$ cat config.mk
export PLATFORM = sky130hd
export DESIGN_NAME = usb_bringup_seq
export DESIGN_NICKNAME = d
export VERILOG_FILES = /design/src/rtl/usbseq_pkg.sv /design/src/rtl/usbseq_refcnt.sv /design/src/rtl/usbseq_timer.sv /design/src/rtl/usb_bringup_seq.sv
export SDC_FILE = /design/constraint.sdc
export NUM_CORES = 1
export LEC_CHECK = 0
export BUFFER_PORTS_ARGS = -buffer_cell sky130_fd_sc_hd__buf_2
export CAP_MARGIN = 20
export CORE_MARGIN = 2
export CORE_UTILIZATION = 43
export DETAILED_ROUTE_END_ITERATION = 8
export MAX_ROUTING_LAYER = met4
export PLACE_DENSITY_LB_ADDON = 0.15
export SYNTH_ARGS = -nofsm -noshare
export SYNTH_HDL_FRONTEND = slang
export SYNTH_SLANG_ARGS = --single-unit
$ cat constraint.sdc
create_clock -name clk -period 2.7 [get_ports clk]
set_input_delay 0.27 -clock clk [delete_from_list [all_inputs] [get_ports clk]]
set_output_delay 0.27 -clock clk [all_outputs]
set_load 0.02 [all_outputs]
$ cat src/rtl/usbseq_pkg.sv
package usbseq_pkg;

  typedef enum logic [4:0] {
    ST_IDLE, ST_IFEN, ST_RESET, ST_DIVSEL, ST_HDEN, ST_HDREL, ST_W64A,
    ST_PORCLR, ST_WPHY, ST_TRHI, ST_WT10, ST_TRLO, ST_WT20, ST_OREL,
    ST_OEN, ST_W64B, ST_PREL, ST_W1US, ST_HREL, ST_TUNE
  } seq_state_e;

  // Wait length in cycles, rounded up, never below one.
  function automatic longint ns_to_cycles(longint ns, longint hz);
    longint c;
    c = (ns * hz + 64'sd999_999_999) / 64'sd1_000_000_000;
    if (c < 1) c = 1;
    return c;
  endfunction

  // Non-linear host divider choice from the 130 MHz quotient.
  function automatic int hdiv_from_hz(longint hz);
    longint q;
    q = hz / 64'sd130_000_000;
    if (q == 0)  return 1;
    if (q <= 4)  return int'(q);
    if (q == 5)  return 4;
    if (q <= 7)  return 6;
    if (q <= 11) return 8;
    return 12;
  endfunction

endpackage

$ cat src/rtl/usbseq_refcnt.sv
module usbseq_refcnt #(
  parameter int CNT_W = 8
) (
  input  logic clk,
  input  logic rst,
  input  logic inc,
  input  logic dec,
  output logic first
);
  logic [CNT_W-1:0] count_q;

  assign first = inc && !dec && (count_q == '0);

  always_ff @(posedge clk) begin
    if (rst)
      count_q <= '0;
    else if (inc && !dec && (count_q != '1))
      count_q <= count_q + CNT_W'(1);
    else if (dec && !inc && (count_q != '0))
      count_q <= count_q - CNT_W'(1);
  end

  // the launching start leaves exactly one user
  p_first_to_one_r10: assert property (@(posedge clk) disable iff (rst)
    first |=> (count_q == CNT_W'(1)));
  // a stop at zero does not wrap
  p_floor_zero_r10: assert property (@(posedge clk) disable iff (rst)
    (dec && !inc && (count_q == '0)) |=> (count_q == '0));
endmodule

$ cat src/rtl/usbseq_timer.sv
module usbseq_timer #(
  parameter int W = 8
) (
  input  logic         clk,
  input  logic         rst,
  input  logic         load,
  input  logic [W-1:0] load_val,
  output logic         expire
);
  logic [W-1:0] cnt_q;

  always_ff @(posedge clk) begin
    if (rst)
      cnt_q <= '0;
    else if (load)
      cnt_q <= load_val;
    else if (cnt_q != '0)
      cnt_q <= cnt_q - W'(1);
  end

  assign expire = (cnt_q == W'(1));

  // every wait is at least one cycle long
  p_load_nonzero_r6: assert property (@(posedge clk) disable iff (rst)
    load |-> (load_val != '0));
  // the last-cycle flag lasts one cycle unless reloaded
  p_expire_single_r6: assert property (@(posedge clk) disable iff (rst)
    (expire && !load) |=> !expire);
endmodule

$ cat src/rtl/usb_bringup_seq.sv
module usb_bringup_seq
  import usbseq_pkg::*;
#(
  parameter longint SYS_CLK_HZ     = 250_000_000,
  parameter longint PHY_WAIT_NS    = 1_000_000,
  parameter longint TEST_RST_NS    = 10,
  parameter longint TEST_SETTLE_NS = 20,
  parameter longint PHY_REL_NS     = 1000,
  parameter int     DIV_WAIT_CYC   = 64,
  parameter int     NPORTS         = 2,
  parameter int     VREF_W         = 4,
  parameter int     RISE_W         = 2,
  parameter int     PRE_W          = 2,
  parameter int     VREF_VAL       = 15,
  parameter int     RISE_VAL       = 1,
  parameter int     PRE_VAL        = 1,
  parameter int     HDIV_W         = 4,
  parameter int     FLA_W          = 6,
  parameter int     FLA_VAL        = 32,
  parameter int     CNT_W          = 8
) (
  input  logic                     clk,
  input  logic                     rst,
  input  logic                     start_req,
  input  logic                     stop_req,
  output logic                     if_en,
  output logic                     phy_por,
  output logic                     phy_rst_rel,
  output logic                     host_rst_rel,
  output logic                     hdiv_en,
  output logic                     hdiv_rel,
  output logic                     odiv_en,
  output logic                     odiv_rel,
  output logic                     phy_test_rst,
  output logic [HDIV_W-1:0]        host_div,
  output logic [NPORTS*VREF_W-1:0] port_vref_tune,
  output logic [NPORTS*RISE_W-1:0] port_rise_tune,
  output logic [NPORTS*PRE_W-1:0]  port_preemph_tune,
  output logic [FLA_W-1:0]         frame_adj,
  output logic                     busy,
  output logic                     done
);
  localparam longint CYC_PHY  = ns_to_cycles(PHY_WAIT_NS, SYS_CLK_HZ);
  localparam longint CYC_TRST = ns_to_cycles(TEST_RST_NS, SYS_CLK_HZ);
  localparam longint CYC_SETL = ns_to_cycles(TEST_SETTLE_NS, SYS_CLK_HZ);
  localparam longint CYC_PREL = ns_to_cycles(PHY_REL_NS, SYS_CLK_HZ);
  localparam longint CYC_DIV  = longint'(DIV_WAIT_CYC);
  localparam longint MAX_A    = (CYC_PHY > CYC_PREL) ? CYC_PHY : CYC_PREL;
  localparam longint MAX_B    = (CYC_TRST > CYC_SETL) ? CYC_TRST : CYC_SETL;
  localparam longint MAX_C    = (MAX_A > MAX_B) ? MAX_A : MAX_B;
  localparam longint MAX_WAIT = (MAX_C > CYC_DIV) ? MAX_C : CYC_DIV;
  localparam int     TMR_W    = $clog2(MAX_WAIT + 1);
  localparam int     HDIV_VAL = hdiv_from_hz(SYS_CLK_HZ);

  seq_state_e state_q;
  logic if_en_q, por_q, phy_rel_q, host_rel_q, hden_q, hdrel_q;
  logic oden_q, odrel_q, trst_q, busy_q, done_q, tune_on_q;
  logic [HDIV_W-1:0] hdiv_q;

  logic launch;
  logic tmr_load, tmr_expire;
  logic [TMR_W-1:0] tmr_val;

  usbseq_refcnt #(.CNT_W(CNT_W)) u_refcnt (
    .clk   (clk),
    .rst   (rst),
    .inc   (start_req && !busy_q),
    .dec   (stop_req && !busy_q),
    .first (launch)
  );

  usbseq_timer #(.W(TMR_W)) u_timer (
    .clk      (clk),
    .rst      (rst),
    .load     (tmr_load),
    .load_val (tmr_val),
    .expire   (tmr_expire)
  );

  always_comb begin
    tmr_load = 1'b0;
    tmr_val  = '0;
    case (state_q)
      ST_HDREL, ST_OEN: begin tmr_load = 1'b1; tmr_val = TMR_W'(CYC_DIV);  end
      ST_PORCLR:        begin tmr_load = 1'b1; tmr_val = TMR_W'(CYC_PHY);  end
      ST_TRHI:          begin tmr_load = 1'b1; tmr_val = TMR_W'(CYC_TRST); end
      ST_TRLO:          begin tmr_load = 1'b1; tmr_val = TMR_W'(CYC_SETL); end
      ST_PREL:          begin tmr_load = 1'b1; tmr_val = TMR_W'(CYC_PREL); end
      default: ;
    endcase
  end

  always_ff @(posedge clk) begin
    if (rst) begin
      state_q    <= ST_IDLE;
      if_en_q    <= 1'b0;
      por_q      <= 1'b0;
      phy_rel_q  <= 1'b0;
      host_rel_q <= 1'b0;
      hden_q     <= 1'b0;
      hdrel_q    <= 1'b0;
      oden_q     <= 1'b0;
      odrel_q    <= 1'b0;
      trst_q     <= 1'b0;
      busy_q     <= 1'b0;
      done_q     <= 1'b0;
      tune_on_q  <= 1'b0;
      hdiv_q     <= '0;
    end else begin
      done_q <= 1'b0;
      case (state_q)
        ST_IDLE: if (launch) begin
          busy_q  <= 1'b1;
          state_q <= ST_IFEN;
        end
        ST_IFEN: begin
          if_en_q <= 1'b1;
          state_q <= host_rel_q ? ST_TUNE : ST_RESET;
        end
        ST_RESET: begin
          por_q      <= 1'b1;
          host_rel_q <= 1'b0;
          phy_rel_q  <= 1'b0;
          hden_q     <= 1'b0;
          hdrel_q    <= 1'b0;
          oden_q     <= 1'b0;
          odrel_q    <= 1'b0;
          state_q    <= ST_DIVSEL;
        end
        ST_DIVSEL: begin hdiv_q  <= HDIV_W'(HDIV_VAL); state_q <= ST_HDEN;   end
        ST_HDEN:   begin hden_q  <= 1'b1;              state_q <= ST_HDREL;  end
        ST_HDREL:  begin hdrel_q <= 1'b1;              state_q <= ST_W64A;   end
        ST_W64A:   if (tmr_expire) state_q <= ST_PORCLR;
        ST_PORCLR: begin por_q   <= 1'b0;              state_q <= ST_WPHY;   end
        ST_WPHY:   if (tmr_expire) state_q <= ST_TRHI;
        ST_TRHI:   begin trst_q  <= 1'b1;              state_q <= ST_WT10;   end
        ST_WT10:   if (tmr_expire) state_q <= ST_TRLO;
        ST_TRLO:   begin trst_q  <= 1'b0;              state_q <= ST_WT20;   end
        ST_WT20:   if (tmr_expire) state_q <= ST_OREL;
        ST_OREL:   begin odrel_q <= 1'b1;              state_q <= ST_OEN;    end
        ST_OEN:    begin oden_q  <= 1'b1;              state_q <= ST_W64B;   end
        ST_W64B:   if (tmr_expire) state_q <= ST_PREL;
        ST_PREL:   begin phy_rel_q <= 1'b1;            state_q <= ST_W1US;   end
        ST_W1US:   if (tmr_expire) state_q <= ST_HREL;
        ST_HREL:   begin host_rel_q <= 1'b1;           state_q <= ST_TUNE;   end
        ST_TUNE: begin
          tune_on_q <= 1'b1;
          busy_q    <= 1'b0;
          done_q    <= 1'b1;
          state_q   <= ST_IDLE;
        end
        default: state_q <= ST_IDLE;
      endcase
    end
  end

  for (genvar p = 0; p < NPORTS; p++) begin : g_port
    assign port_vref_tune[p*VREF_W +: VREF_W]  = tune_on_q ? VREF_W'(VREF_VAL) : '0;
    assign port_rise_tune[p*RISE_W +: RISE_W]  = tune_on_q ? RISE_W'(RISE_VAL) : '0;
    assign port_preemph_tune[p*PRE_W +: PRE_W] = tune_on_q ? PRE_W'(PRE_VAL)   : '0;
  end

  assign frame_adj    = tune_on_q ? FLA_W'(FLA_VAL) : '0;
  assign if_en        = if_en_q;
  assign phy_por      = por_q;
  assign phy_rst_rel  = phy_rel_q;
  assign host_rst_rel = host_rel_q;
  assign hdiv_en      = hden_q;
  assign hdiv_rel     = hdrel_q;
  assign odiv_en      = oden_q;
  assign odiv_rel     = odrel_q;
  assign phy_test_rst = trst_q;
  assign host_div     = hdiv_q;
  assign busy         = busy_q;
  assign done         = done_q;

  // host divider running before the PHY leaves power-on reset
  p_div_before_por_r5: assert property (@(posedge clk) disable iff (rst)
    $fell(por_q) |-> (hden_q && hdrel_q));
  // test reset only after power-on reset is gone
  p_trst_no_por_r6: assert property (@(posedge clk) disable iff (rst)
    trst_q |-> !por_q);
  // host released last
  p_host_last_r7: assert property (@(posedge clk) disable iff (rst)
    $rose(host_rel_q) |-> (phy_rel_q && oden_q && odrel_q));
  // done is a single-cycle pulse
  p_done_pulse_r8: assert property (@(posedge clk) disable iff (rst)
    done_q |=> !done_q);
  // tuning valid and busy clear when done shows
  p_done_state_r8: assert property (@(posedge clk) disable iff (rst)
    done_q |-> (!busy_q && tune_on_q));
  // no new sequence can launch while one runs
  p_no_launch_busy_r11: assert property (@(posedge clk) disable iff (rst)
    busy_q |-> !launch);
  // idle without launch leaves every output alone
  p_idle_stable_r10: assert property (@(posedge clk) disable iff (rst)
    (!busy_q && !launch) |=> $stable({if_en_q, por_q, phy_rel_q, host_rel_q,
      hden_q, hdrel_q, oden_q, odrel_q, trst_q, hdiv_q, tune_on_q, busy_q}));
endmodule

After elaboration in Yosys (flattened, before gate mapping)
Cells that the tools add are included.

Reduce and logical (&&, ||, !) cells: 29. Eq/ne operators: 28. Add/subtract/negate cells: 3. Multiplexer cells: 29.

Operator list (count): case mux 5 bit (19 select lines) (1); case mux 18 bit (5 select lines) (1); == test 5 x 4 -> 1 bit (second input constant) (8); 2-to-1 mux 5 bit (8); 2-to-1 mux 18 bit (2); nonzero test 2 bit (11); == test 5 x 3 -> 1 bit (second input constant) (4); == test 5 bit (second input constant) (4); == test 18 x 1 -> 1 bit (second input constant) (1); case mux 1 bit (2 select lines) (9); nonzero test 18 bit (1); subtractor 18 x 1 -> 18 bit (second input constant) (1); 2-to-1 mux 8 bit (2); != test 2 bit (second input constant) (7); == test 5 x 2 -> 1 bit (second input constant) (2); adder 8 x 1 -> 8 bit (second input constant) (1); zero test 8 bit (1); != test 8 bit (second input constant) (1); nonzero test 8 bit (1); subtractor 8 x 1 -> 8 bit (second input constant) (1); logical AND 1 bit (7); AND reduction 7 bit (1); 2-to-1 mux 6 bit (1); OR reduction 6 bit (1); other kinds (7) (12).

Word-level logic and storage cells: 105. Register bits: 44. Output and inout bits: 37. Input bits: 4.

Longest topological paths before layout
Gate-level depths: netlist of run 1.

Word-level depth: 7. Depth in mapped cells: 9. Depth with buffers taken out: 9.

Modules after synthesis
A second synthesis of run 1 with hierarchy kept.

Cells, all modules: 352. Area total of the unflattened synthesis: 2817.7 um^2.

By module, submodules not included: usb_bringup_seq (area an instance 1178.6 um^2, cells an instance 156, times used 1); usbseq_timer (area an instance 1018.5 um^2, cells an instance 126, times used 1); usbseq_refcnt (area an instance 620.6 um^2, cells an instance 70, times used 1).

Worst setup path after synthesis of run 1
No wires, ideal clock.

Path type: reg2reg. Start point: register busy_q, in the netlist busy. End point: register u_refcnt.count_q[7]. Period minus slack after synthesis: 2.720 ns. Data required time: 2.568 ns. Path buffers: 0. Arrival: 2.587 ns. Stages on the path, launching flop included: 10. Path slack: -0.020 ns. Cells stage by stage: dfxtp_1 > nor3b_1 > o21a_1 > inv_1 > ha_1 > a21o_1 > or4_1 > o21ai_0 > nor4b_1 > or3b_2.

Cells in the longest elaborated chain, start to end: 6.

RTL lines: start, declared (line usb_bringup_seq.sv:57) `logic oden_q, odrel_q, trst_q, busy_q, done_q, tune_on_q;`; start signal, assigned (line usb_bringup_seq.sv:105) `busy_q <= 1'b0;`; start signal, assigned (line usb_bringup_seq.sv:113) `busy_q <= 1'b1;`; start signal, assigned (line usb_bringup_seq.sv:148) `busy_q <= 1'b0;`; zero test 1 bit * (line usb_bringup_seq.sv:67, usb_bringup_seq.sv:68); logical AND 1 bit (on tied branches) (line usb_bringup_seq.sv:68, usb_bringup_seq.sv:67); zero test 1 bit (on tied branches) (line usbseq_refcnt.sv:17, usbseq_refcnt.sv:19); logical AND 1 bit (on tied branches) (2 in series) (line usbseq_refcnt.sv:17, usbseq_refcnt.sv:19); 2-to-1 mux 8 bit or nonzero test 2 bit (tied branches); end signal, assigned (line usbseq_refcnt.sv:18) `count_q <= count_q + CNT_W'(1);`; end signal, assigned (line usbseq_refcnt.sv:20) `count_q <= count_q - CNT_W'(1);`; end, declared (line usbseq_refcnt.sv:10) `logic [CNT_W-1:0] count_q;`.

Mark *: on every way between the ends. The rest lies on a longest branch, timed or not. A chain may end at the register's enable or synchronous reset.

Final worst setup path of run 1
Start point: register u_refcnt.count_q[1]. End point: register u_refcnt.count_q[7].

Cells in the longest elaborated chain, start to end: 3.

RTL lines: subtractor 8 x 1 -> 8 bit, or another cell as far along (line usbseq_refcnt.sv:20); 2-to-1 mux 8 bit, or another cell as far along (line usbseq_refcnt.sv:19) `else if (dec && !inc && (count_q != '0))`; 2-to-1 mux 8 bit or nonzero test 2 bit (tied branches).

Several ways; a longest one is shown, not always the timed one. The select of a mux whose other input is x is not followed.

==> summary.txt, run 1 <==
Timing
  • Number of hold violations in the final report: 0
  • RSZ-0062 raised after global routing: no
  • Fmax: a little under 0.4 GHz
  • Setup skew after layout: between 0.01 and 0.015 ns
  • Number of failing setup endpoints in the final timing report: 0
  • Period Utilization, post-route: 0.947
  • Crit path time final: 2.56 ns
  • Slew HR: 0.570
  • Number of max-slew violations in the final report: 0
  • Tightest Pin Transition: roughly 0.63 ns

Global route
  • Overflow left after global routing: 0
  • Number of antenna violations at the first check in global routing: 0
  • Total global routing track utilization: 0.181
  • Pin count of the biggest net entering global routing: 35
  • Wire length of the first global-routing pass: roughly 11000 um
  • Via count of the first global-routing pass: 2343

Drt
  • Average via count per standard cell: approximately 5.5
  • Number of DRC violations after detailed-routing iteration 0: 126
  • Vias: between 2000 and 2500
  • Number of remaining DRC errors: 0
  • Final routed wire length divided by cell count: roughly 14 um
  • Antenna Nets Post-Route: 0
  • Number of detailed-route iterations in the first pass: 4
  • Wirelength, routed: approximately 6400 um

Yosys
  • Dominant synthesized flop cell: sky130_fd_sc_hd__dfxtp_1
  • Number of instances in the synthesized netlist: ~350
  • Async set-reset flop share out of synthesis: 0
  • Number of enable flip-flop cells after synthesis: 0
  • Number of warnings reported in the yosys synthesis log: 0
  • Largest cells by area after synthesis: sky130_fd_sc_hd__dfxtp_1, sky130_fd_sc_hd__buf_4, sky130_fd_sc_hd__a21oi_1, sky130_fd_sc_hd__xnor2_1, sky130_fd_sc_hd__nor2_1
  • Post-synth top area share: 0.305
  • Number of different library cells in the post-synthesis netlist: 66
  • Share of the yosys chip area belonging to registers: 0.305
  • Post-synthesis instance area: just under 0.003 mm^2
  • Library cell occupying the most area in the post-synthesis netlist: sky130_fd_sc_hd__dfxtp_1
  • Flip-flop and latch count after synthesis: between 40 and 50
  • Post-Synthesis Mean Instance Area: 8.34 um^2

Critical path
  • Worst flop-to-flop path endpoint: u_refcnt.count_q[7]$_SDFFE_PP0P_
  • Crit path required time: approximately 2.9 ns
  • Worst reg2reg setup slack: between 0.1 and 0.15 ns
  • Worst setup EP type: register
  • Worst path arrival time: roughly 2.7 ns
  • Depth of the most critical reg-to-reg path: 9
  • Start-to-end type of the worst setup path: register to register
  • Beginning of the worst register-to-register path: u_refcnt.count_q[1]$_SDFFE_PP0P_
  • Start point of the critical path: u_refcnt.count_q[1]$_SDFFE_PP0P_
  • Maximum net fanout on the critical path: 5
  • Critical path launch point type: register

Finish
  • Fin area: roughly 0.0031 mm^2
  • Post-route non-filler standard cell count: 447
  • Most frequent cells in the layout: sky130_fd_sc_hd__dfxtp_1, sky130_fd_sc_hd__nor2_1, sky130_fd_sc_hd__a21oi_1
  • Seq. cell area: just under 900 um^2
  • Share of the core filled with cells: 0.480
  • Number of inserted diodes: 0
  • Share of final-layout standard cells stronger than drive strength 1: 0.203
  • Fill cell instance count of the final layout: between 600 and 700
  • Layout net count: 382
  • Most common cell after layout, fill and taps aside: sky130_fd_sc_hd__dfxtp_1
  • Area Overhead vs Synth: 6.81%
  • Area of combinational cells with multiple inputs: 0.00168 mm^2

Floorplanning
  • Die boundary width: about 86 um
  • Count of pins on the block boundary: 41
  • Site Rows: 29
  • Height of the die: 85.9 um
  • Area of the core region: roughly 0.0064 mm^2
  • Floorplan die area: around 0.0074 mm^2
  • Effective utilization at floorplan: 0.449

Clock tree
  • Bufs on Longest Clock Path: 2
  • TritonCTS Sinks: 44
  • Number of buffers inserted for hold repair after clock tree synthesis: 0
  • CTS H-tree lvls: 2
  • CTS buffer count: 5
  • Clock-pin slew on the worst setup and hold paths: about 0.09 ns
  • Clock root buffer master: sky130_fd_sc_hd__clkbuf_8
  • Clock tree from TritonCTS: yes
  • Worst-skew pair later-pin latency: 0.30 ns

Flow run
  • Number of max-cap violations: 0

Power
  • Post-layout total power: ~0.0031 W
  • Sequential fraction of design power: 0.315
  • Clock network fraction of total power: 0.139
  • Pwr Density: roughly 1000 mW/mm^2
  • Static Leak: ~1.3 nW
  • Sw Pwr: between 0.001 and 0.0015 W
  • Internal power consumption: ~0.0018 W
  • Combinational share of power: 0.546
  • Peak ir drop on the vdd network: 0.420 mV
  • Proportion of total power due to net switching: 0.427

Hold path
  • Source of the worst hold timing path: odiv_en$_SDFFE_PP0P_
  • Path type of the worst min-delay path: register to register
  • End point of the worst hold path: odiv_en$_SDFFE_PP0P_
  • Hold-critical path depth: 2

Placement
  • Cell area after placement: 0.00298 mm^2
  • PortBufs: 28
  • Detailed-placement wirelength estimate: 4660 um
  • Final weighted congestion in routability-driven placement: 0.870
  • Placed instance count: 439

Run status
  • Run status: finished clean
-- per-stage QoR --
stage          hold slack, ns  setup TNS (ns)  setup slack [ns]
2_1_floorplan           0.457               0            0.0398
3_3_place_gp            0.455               0            0.0467
3_5_place_dp            0.455        -0.00156          -0.00156
4_1_cts                 0.474               0            0.0460
5_1_grt                 0.500               0            0.0106
6_report                0.469               0             0.144
-- worst max-delay path by stage --
stage               slack [ns]                          endpoint  cells after the start
CTS                       0.05  u_refcnt.count_q[7]$_SDFFE_PP0P_                      9
global route              0.01  u_refcnt.count_q[7]$_SDFFE_PP0P_                      9
finish                    0.14  u_refcnt.count_q[7]$_SDFFE_PP0P_                      9
global placement          0.05  u_refcnt.count_q[7]$_SDFFE_PP0P_                     10
detailed placement      -0.002  u_refcnt.count_q[7]$_SDFFE_PP0P_                     10
floorplan                 0.04  u_refcnt.count_q[7]$_SDFFE_PP0P_                      9
-- per-layer routing --
metal | wire length [um] | GRT usage | vias to the layer above
met5 | 0 | - | -
met4 | 57 | 0.0476 | 0
met3 | 232 | 0.0289 | 4
met2 | 2760 | 0.273 | 62
met1 | 3310 | 0.252 | 1158
li1 | - | - | 1255
-- power groups by stage --
stage | registers, W | clock network, W | logic [W]
3_3_place_gp | 0.000998 | 0 | 0.00169
2_1_floorplan | 0.000989 | 0 | 0.00134
3_5_place_dp | 0.00100 | 0 | 0.00169
4_1_cts | 0.000987 | 0.000451 | 0.00170
5_1_grt | 0.00101 | 0.000484 | 0.00191
6_report | 0.000988 | 0.000435 | 0.00171
-- sequential cells by signal (all words and copies together) (netlist names) --
register / cells
odiv_en: 1
busy: 1
state_q: 5
done: 1
tune_on_q: 1
hdiv_rel: 1
phy_por: 1
u_timer.cnt_q: 18
if_en: 1
host_div: 1
host_rst_rel: 1
odiv_rel: 1
u_refcnt.count_q: 8
phy_test_rst: 1
phy_rst_rel: 1
hdiv_en: 1
-- worst max-delay path, stage by stage, from the launching register on --
cell and delay [ns]:
sky130_fd_sc_hd__dfxtp_1 0.42, sky130_fd_sc_hd__nand4_1 0.12, sky130_fd_sc_hd__o21a_1 0.21, sky130_fd_sc_hd__inv_1 0.12, sky130_fd_sc_hd__ha_1 0.26, sky130_fd_sc_hd__a21o_1 0.19
sky130_fd_sc_hd__or4_1 0.42, sky130_fd_sc_hd__o21ai_2 0.16, sky130_fd_sc_hd__nor4b_1 0.06, sky130_fd_sc_hd__or3b_2 0.48
-- cells by family after synthesis --
group	after synthesis	synth area share
buf+inv	55	0.130
simple gates	126	0.252
xor+xnor	19	0.0577
other cells	1	0.00130
flops	44	0.305
mux	4	0.0139
fa+ha+maj	9	0.0416
compound gates	88	0.198
-- timing repair --
| item | CTS | global route |
|---|---|---|
| endpoints found under the setup margin | 0 | 1 |
| resized for setup | 0 | 2 |
| setup buffers | 0 | 0 |
-- final cells by class --
type,instances,share of cell area
multi-input combinational,258,0.545
inverter,13,0.0158
tap,77,0.0313
timing repair buffer,47,0.0918
clock inverter,1,0.00244
sequential,44,0.286
clock buffer,7,0.0280
-- synthesized netlist by cell type, types with 3 or more instances --
master and number:
sky130_fd_sc_hd__nor3_1 15, sky130_fd_sc_hd__clkbuf_1 6, sky130_fd_sc_hd__nand2_1 24, sky130_fd_sc_hd__nor2b_1 3
sky130_fd_sc_hd__dfxtp_1 44, sky130_fd_sc_hd__o21ai_0 18, sky130_fd_sc_hd__nand4_1 3, sky130_fd_sc_hd__mux2i_1 4
sky130_fd_sc_hd__nor2_1 33, sky130_fd_sc_hd__clkbuf_8 5, sky130_fd_sc_hd__inv_1 12, sky130_fd_sc_hd__nand3_1 9
sky130_fd_sc_hd__buf_4 27, sky130_fd_sc_hd__or2_2 3, sky130_fd_sc_hd__xor2_1 3, sky130_fd_sc_hd__a21oi_1 29
sky130_fd_sc_hd__ha_1 8, sky130_fd_sc_hd__nor3b_1 3, sky130_fd_sc_hd__a21o_1 5, sky130_fd_sc_hd__o22ai_1 5
sky130_fd_sc_hd__nor4_1 8, sky130_fd_sc_hd__xnor2_1 16, sky130_fd_sc_hd__a31oi_1 3, sky130_fd_sc_hd__a211oi_1 6
Power figures use the tool's default switching activity.
==> inputs of run 2 (changes only) <==
--- a/config.mk
+++ b/config.mk
@@ -7,6 +7,7 @@
 export LEC_CHECK = 0
 export BUFFER_PORTS_ARGS = -buffer_cell sky130_fd_sc_hd__buf_2
 export CAP_MARGIN = 20
+export CORE_ASPECT_RATIO = 0.5
 export CORE_MARGIN = 2
 export CORE_UTILIZATION = 43
 export DETAILED_ROUTE_END_ITERATION = 8
==> run 2 against run 1 <==
  * Final area rose by 1.2%
  * Critical endpoint unchanged
  * Total power rose by 4.1%
  * Sequential share of layout area fell by 0.30 points
  * Utilization fell by 0.69 points
  * Register-to-register slack barely moved
  * Cell count rose by 2.5%
  * Largest power group unchanged
==> summary.txt, run 2 (same netlist as run 1, synthesis figures left out) <==
Floorplanning
  • Die boundary width: 120 um (+39%)
  • Floorplan die area: 0.00742 mm^2 (+0.53%)
  • Effective utilization at floorplan: 0.437 (-0.0118)
  • Count of pins on the block boundary: 41 (unchanged)
  • Site Rows: 21 (-28%)
  • Area of the core region: 0.00660 mm^2 (+2.7%)
  • Height of the die: 61.9 um (-28%)

Placement
  • Final weighted congestion in routability-driven placement: 0.907 (+4.3%)
  • Post-placement worst setup slack: -0.0135 ns (-0.0119 ns)
  • Detailed-placement wirelength estimate: 4740 um (+1.7%)
  • Placed instance count: 451 (+2.7%)
  • Cell area after placement: 0.00298 mm^2 (-0.13%)
  • PortBufs: 28 (unchanged)

Critical path
  • Start-to-end type of the worst setup path: register to register
  • Maximum net fanout on the critical path: 4 (-1)
  • Crit path required time: 2.86 ns (about the same)
  • Start point of the critical path: u_refcnt.count_q[6]$_SDFFE_PP0P_
  • Critical path launch point type: register
  • Beginning of the worst register-to-register path: u_refcnt.count_q[6]$_SDFFE_PP0P_
  • Worst setup EP type: register
  • Worst path arrival time: 2.73 ns (about the same)

Finish
  • Most flops, register: u_timer.cnt_q
  • Layout net count: 379 (-0.79%)
  • Share of final-layout standard cells stronger than drive strength 1: 0.197 (-0.00598)
  • Most common cell after layout, fill and taps aside: sky130_fd_sc_hd__dfxtp_1
  • Number of inserted diodes: 0 (unchanged)
  • Leading registers by flop count: u_timer.cnt_q x18, u_refcnt.count_q x8, state_q x5
  • Area Overhead vs Synth: 8.11%
  • Most frequent cells in the layout: sky130_fd_sc_hd__dfxtp_1, sky130_fd_sc_hd__nor2_1, sky130_fd_sc_hd__a21oi_1
  • Fin area: 0.00312 mm^2 (+1.2%)
  • Post-route non-filler standard cell count: 458 (+2.5%)
  • Max reg flops: 18 (unchanged)
  • Fill cell instance count of the final layout: 654 (+1.9%)

Drt
  • Number of detailed-route iterations in the first pass: 4 (unchanged)
  • Number of DRC violations after detailed-routing iteration 0: 208 (+65%)
  • Antenna Nets Post-Route: 0 (unchanged)
  • Wirelength, routed: 6370 um (+0.16%)
  • Vias: 2472 (-0.28%)
  • Final routed wire length divided by cell count: 13.9 um (-2.2%)
  • Number of remaining DRC errors: 0 (unchanged)
  • Average via count per standard cell: 5.40 (-2.7%)

Flow run
  • Number of max-cap violations: 0 (unchanged)

Timing
  • Tightest Pin Transition: 0.623 ns (-0.00526 ns)
  • Number of max-slew violations in the final report: 0 (unchanged)
  • Crit path time final: 2.56 ns (+0.00786 ns)
  • Number of failing setup endpoints in the final timing report: 0 (unchanged)
  • Worst hold slack: 0.472 ns (+0.00310 ns)
  • Fmax: 0.390 GHz (-0.31%)
  • Period Utilization, post-route: 0.950 (+0.00291)
  • Number of hold violations in the final report: 0 (unchanged)
  • RSZ-0062 raised after global routing: no
  • Setup skew after layout: 0.00339 ns (-0.0104 ns)
  • Slew HR: 0.574 (+0.00360)
  • Post-route worst setup slack: 0.136 ns (-0.00786 ns)

Power
  • Proportion of total power due to net switching: 0.416 (-0.0111)
  • Clock network fraction of total power: 0.176 (+0.037)
  • Sequential fraction of design power: 0.311 (-0.004)
  • Combinational share of power: 0.513 (-0.033)
  • Static Leak: 1.27 nW (+0.53%)
  • Pwr Density: 1040 mW/mm^2 (+2.8%)
  • Post-layout total power: 0.00326 W (+4.1%)
  • Internal power consumption: 0.00190 W (+6.1%)
  • Peak ir drop on the vdd network: 0.397 mV (-5.4%)
  • Sw Pwr: 0.00136 W (+1.4%)

Clock tree
  • CTS buffer count: 5 (unchanged)
  • CTS H-tree lvls: 2 (unchanged)
  • Clock-pin slew on the worst setup and hold paths: 0.06 ns (-0.03 ns)
  • Clock root buffer master: sky130_fd_sc_hd__clkbuf_16
  • Worst-skew pair later-pin latency: 0.28 ns (-0.02 ns)
  • Bufs on Longest Clock Path: 2 (unchanged)
  • TritonCTS Sinks: 44 (unchanged)
  • Buffers inserted during post-CTS setup optimization: 0 (unchanged)
  • Clock tree from TritonCTS: yes

Global route
  • Via count of the first global-routing pass: 2245 (-4.2%)
  • Wire length of the first global-routing pass: 10600 um (-0.77%)
  • Pin count of the biggest net entering global routing: 35 (unchanged)
  • Number of antenna violations at the first check in global routing: 0 (unchanged)
  • Overflow left after global routing: 0 (unchanged)
  • Total global routing track utilization: 0.186 (+0.00492)

Run status
  • Run status: finished clean

Hold path
  • Path type of the worst min-delay path: register to register
  • Source of the worst hold timing path: odiv_en$_SDFFE_PP0P_
[run 2: changes by cell type in the layout (fill, tap and decap cells not counted)]
cell	previous run	this run
sky130_fd_sc_hd__buf_4	19	16
sky130_fd_sc_hd__dfxtp_2	0	1
sky130_fd_sc_hd__clkinvlp_4	1	0
sky130_fd_sc_hd__clkbuf_8	6	0
sky130_fd_sc_hd__dfxtp_1	44	43
sky130_fd_sc_hd__clkinv_2	0	1
sky130_fd_sc_hd__clkbuf_16	0	5
[run 2: worst paths after layout]
check	endpoint	slack [ns]	depth (start not counted)
hold reg to reg	odiv_en$_SDFFE_PP0P_	0.47	2
setup reg to reg	u_refcnt.count_q[7]$_SDFFE_PP0P_	0.14	9
hold / removal	odiv_en$_SDFFE_PP0P_	0.47	2
setup / recovery	u_refcnt.count_q[7]$_SDFFE_PP0P_	0.14	9
[run 2: critical path: stages (launching register included)]
cell and delay, ns:
sky130_fd_sc_hd__dfxtp_1 0.38, sky130_fd_sc_hd__nand4_1 0.13, sky130_fd_sc_hd__o21a_1 0.23, sky130_fd_sc_hd__inv_1 0.12
sky130_fd_sc_hd__ha_1 0.26, sky130_fd_sc_hd__a21o_1 0.20, sky130_fd_sc_hd__or4_1 0.41, sky130_fd_sc_hd__o21ai_2 0.17
sky130_fd_sc_hd__nor4b_1 0.07, sky130_fd_sc_hd__or3b_2 0.48
[run 2: timing repair]
item	in CTS	in global routing
hold buffers	0	0
gates resized for setup	0	3
endpoints found under the hold margin	0	0
endpoints found under the setup margin	0	1
[run 2: power groups by stage]
stage	registers (W)	logic [W]	clock network, W
2_1_floorplan	0.000989	0.00134	0
3_3_place_gp	0.00101	0.00163	0
3_5_place_dp	0.00102	0.00165	0
4_1_cts	0.00101	0.00166	0.000589
5_1_grt	0.00104	0.00187	0.000621
6_report	0.00101	0.00167	0.000575
[run 2: layer usage]
metal	up-vias	wire length [um]	share of wire	global-route usage
met5	-	0	0	-
met1	1171	2950	0.46	0.222
met3	4	243	0.038	0.0338
li1	1253	-	-	-
met4	0	48	0.0075	0.0487
met2	44	3130	0.49	0.336
[run 2: through the flow]
step / util / TNS (ns)
finish: 0.473 / 0
global route: 0.473 / 0
CTS: 0.471 / 0
global placement: 0.451 / 0
floorplan: - / 0
detailed placement: 0.451 / -0.0135
[run 2: final cells by class]
type,count,area (um^2),share of cell area
timing repair buffer,44,260,0.0834
clock buffer,6,129,0.0413
tap,92,115,0.0369
multi-input combinational,258,1680,0.538
sequential,44,882,0.283
inverter,13,48.8,0.0156
clock inverter,1,5.00,0.00160
==> inputs of run 3 (changes only) <==
--- a/config.mk
+++ b/config.mk
@@ -13,6 +13,7 @@
 export DETAILED_ROUTE_END_ITERATION = 8
 export MAX_ROUTING_LAYER = met4
 export PLACE_DENSITY_LB_ADDON = 0.15
+export REMOVE_ABC_BUFFERS = 1
 export SYNTH_ARGS = -nofsm -noshare
 export SYNTH_HDL_FRONTEND = slang
 export SYNTH_SLANG_ARGS = --single-unit
==> run 3 against run 2 <==
  * Clock skew rose by 0.0018 ns
  * Critical path depth did not move
  * Largest power group unchanged
  * Combinational power barely moved
  * Global-route usage barely moved
  * Total power rose by 5.0%
  * Clock-buffer cell count rose by 1
  * Final area rose by 1.3%
  * Routed wire length rose by 1.7%
  * Fmax fell by 0.14%
  * Via count fell by 0.49%
  * Setup slack got worse by 0.0035 ns
==> summary.txt, run 3 (same netlist as run 1, synthesis figures left out) <==
Finish
  • Most frequent cells in the layout: sky130_fd_sc_hd__dfxtp_1, sky130_fd_sc_hd__nor2_1, sky130_fd_sc_hd__a21oi_1
  • Layout net count: 378 (-0.26%)
  • Fill cell instance count of the final layout: 655 (+0.15%)
  • Most flops, register: u_timer.cnt_q
  • Max reg flops: 18 (unchanged)
  • Leading registers by flop count: u_timer.cnt_q x18, u_refcnt.count_q x8, state_q x5
  • Area of combinational cells with multiple inputs: 0.00168 mm^2 (unchanged)
  • Area Overhead vs Synth: 9.54%
  • Number of inserted diodes: 0 (unchanged)
  • Most common cell after layout, fill and taps aside: sky130_fd_sc_hd__dfxtp_1
  • Seq. cell area: 882 um^2 (unchanged)
  • Share of final-layout standard cells stronger than drive strength 1: 0.199 (+0.00273)
  • Share of the core filled with cells: 0.479 (+0.00626)

Power
  • Static Leak: 1.29 nW (+1.5%)
  • Peak ir drop on the vdd network: 0.394 mV (-0.92%)
  • Pwr Density: 1080 mW/mm^2 (+3.6%)

Clock tree
  • Clock root buffer master: sky130_fd_sc_hd__clkbuf_16
  • Number of buffers inserted for hold repair after clock tree synthesis: 0 (unchanged)
  • TritonCTS Sinks: 44 (unchanged)
  • Clock-pin slew on the worst setup and hold paths: 0.06 ns (about the same)
  • Post-cts sizing count: 1 (+1)
  • Buffers inserted during post-CTS setup optimization: 0 (unchanged)
  • Worst-skew pair later-pin latency: 0.29 ns (about the same)
  • Bufs on Longest Clock Path: 2 (unchanged)
  • CTS H-tree lvls: 2 (unchanged)
  • CTS buffer count: 5 (unchanged)
  • Clock tree from TritonCTS: yes

Timing
  • Setup skew after layout: 0.00524 ns (+0.00185 ns)
  • Number of failing setup endpoints in the final timing report: 0 (unchanged)
  • Period Utilization, post-route: 0.951 (+0.00131)
  • Fmax: 0.389 GHz (-0.14%)
  • Number of hold violations in the final report: 0 (unchanged)
  • Tightest Pin Transition: 0.793 ns (+0.170 ns)
  • Slew HR: 0.458 (-0.116)
  • RSZ-0062 raised after global routing: no
  • Sum of negative setup slack: 0 ns (unchanged)
  • Post-route worst setup slack: 0.132 ns (-0.00354 ns)
  • Number of max-slew violations in the final report: 0 (unchanged)
  • Crit path time final: 2.57 ns (+0.00354 ns)

Drt
  • Vias: 2460 (-0.49%)
  • Number of detailed-route iterations in the first pass: 4 (unchanged)
  • Final routed wire length divided by cell count: 14.1 um (+1.7%)
  • Wirelength, routed: 6480 um (+1.7%)
  • Number of remaining DRC errors: 0 (unchanged)
  • Number of DRC violations after detailed-routing iteration 0: 101 (-51%)
  • Antenna Nets Post-Route: 0 (unchanged)
  • Average via count per standard cell: 5.37 (-0.49%)

Critical path
  • Maximum net fanout on the critical path: 4 (unchanged)
  • Critical path launch point type: register
  • Start-to-end type of the worst setup path: register to register
  • Crit path required time: 2.87 ns (about the same)
  • Worst path arrival time: 2.73 ns (about the same)
  • Worst setup EP type: register

Placement
  • Final weighted congestion in routability-driven placement: 0.963 (+6.1%)
  • Post-placement worst setup slack: -0.0815 ns (-0.0680 ns)
  • PortBufs: 28 (unchanged)
  • Detailed-placement wirelength estimate: 4760 um (+0.38%)

Global route
  • Wire length of the first global-routing pass: 10500 um (-0.90%)
  • Number of antenna violations at the first check in global routing: 0 (unchanged)
  • Total global routing track utilization: 0.186 (about the same)
  • Via count of the first global-routing pass: 2216 (-1.3%)
  • Overflow left after global routing: 0 (unchanged)
  • Pin count of the biggest net entering global routing: 35 (unchanged)

Floorplanning
  • Count of pins on the block boundary: 41 (unchanged)
  • Die boundary width: 120 um (unchanged)
  • Area of the core region: 0.00660 mm^2 (unchanged)
  • Effective utilization at floorplan: 0.437 (unchanged)
  • Height of the die: 61.9 um (unchanged)
  • Floorplan die area: 0.00742 mm^2 (unchanged)
  • Site Rows: 21 (unchanged)

Flow run
  • Number of max-cap violations: 0 (unchanged)

Hold path
  • Path type of the worst min-delay path: register to register

Run status
  • Run status: finished clean
run 3: changes by cell type in the layout (fill, tap and decap cells not counted):
cell and delta:
sky130_fd_sc_hd__buf_4 -1, sky130_fd_sc_hd__bufinv_16 +1, sky130_fd_sc_hd__clkbuf_1 -1, sky130_fd_sc_hd__clkinv_2 -1
sky130_fd_sc_hd__clkbuf_8 +2
run 3: through the flow:
stage / hold slack [ns] / std cells / total power [W] / cell area, um^2
after floorplan: 0.339 / 315 / 0.00225 / 2600
after global placement: 0.452 / 450 / 0.00263 / 2970
after detailed placement: 0.458 / 450 / 0.00266 / 2970
after CTS: 0.467 / 458 / 0.00342 / 3150
after global routing: 0.494 / 458 / 0.00368 / 3160
final: 0.463 / 458 / 0.00342 / 3160
run 3: worst paths after layout:
kind,from,to,slack [ns],depth (start not counted)
max,u_refcnt.count_q[2]$_SDFFE_PP0P_,u_refcnt.count_q[7]$_SDFFE_PP0P_,0.13,9
min,phy_rst_rel$_SDFFE_PP0P_,phy_rst_rel$_SDFFE_PP0P_,0.46,2
max reg2reg,u_refcnt.count_q[2]$_SDFFE_PP0P_,u_refcnt.count_q[7]$_SDFFE_PP0P_,0.13,9
min reg2reg,phy_rst_rel$_SDFFE_PP0P_,phy_rst_rel$_SDFFE_PP0P_,0.46,2
run 3: final cells by class:
type | instances | share of cell area
Clock buffer | 7 | 0.0483
Clock inverter | 1 | 0.00950
Inverter | 13 | 0.0154
Multi-Input combinational cell | 258 | 0.531
Sequential cell | 44 | 0.279
Tap cell | 92 | 0.0364
Timing Repair Buffer | 43 | 0.0800
run 3: per-layer routing:
layer / global-route usage / routed length, um
met1: 0.224 / 3200
met2: 0.319 / 2980
met3: 0.0474 / 281
met4: 0.0504 / 21
met5: - / 0
run 3: power by group:
part	internal [W]	switching, W	leakage [nW]
Clock	0.000487	0.000254	0.0901
Sequential	0.000813	0.000181	0.360
Combinational	0.000740	0.000947	0.842
run 3: worst max-delay path, stage by stage, from the launching register on:
cell	delay [ns]
sky130_fd_sc_hd__dfxtp_1	0.37
sky130_fd_sc_hd__nand4_1	0.13
sky130_fd_sc_hd__o21a_1	0.20
sky130_fd_sc_hd__inv_1	0.13
sky130_fd_sc_hd__ha_1	0.27
sky130_fd_sc_hd__a21o_1	0.20
sky130_fd_sc_hd__or4_1	0.43
sky130_fd_sc_hd__o21ai_2	0.17
sky130_fd_sc_hd__nor4b_1	0.07
sky130_fd_sc_hd__or3b_2	0.48
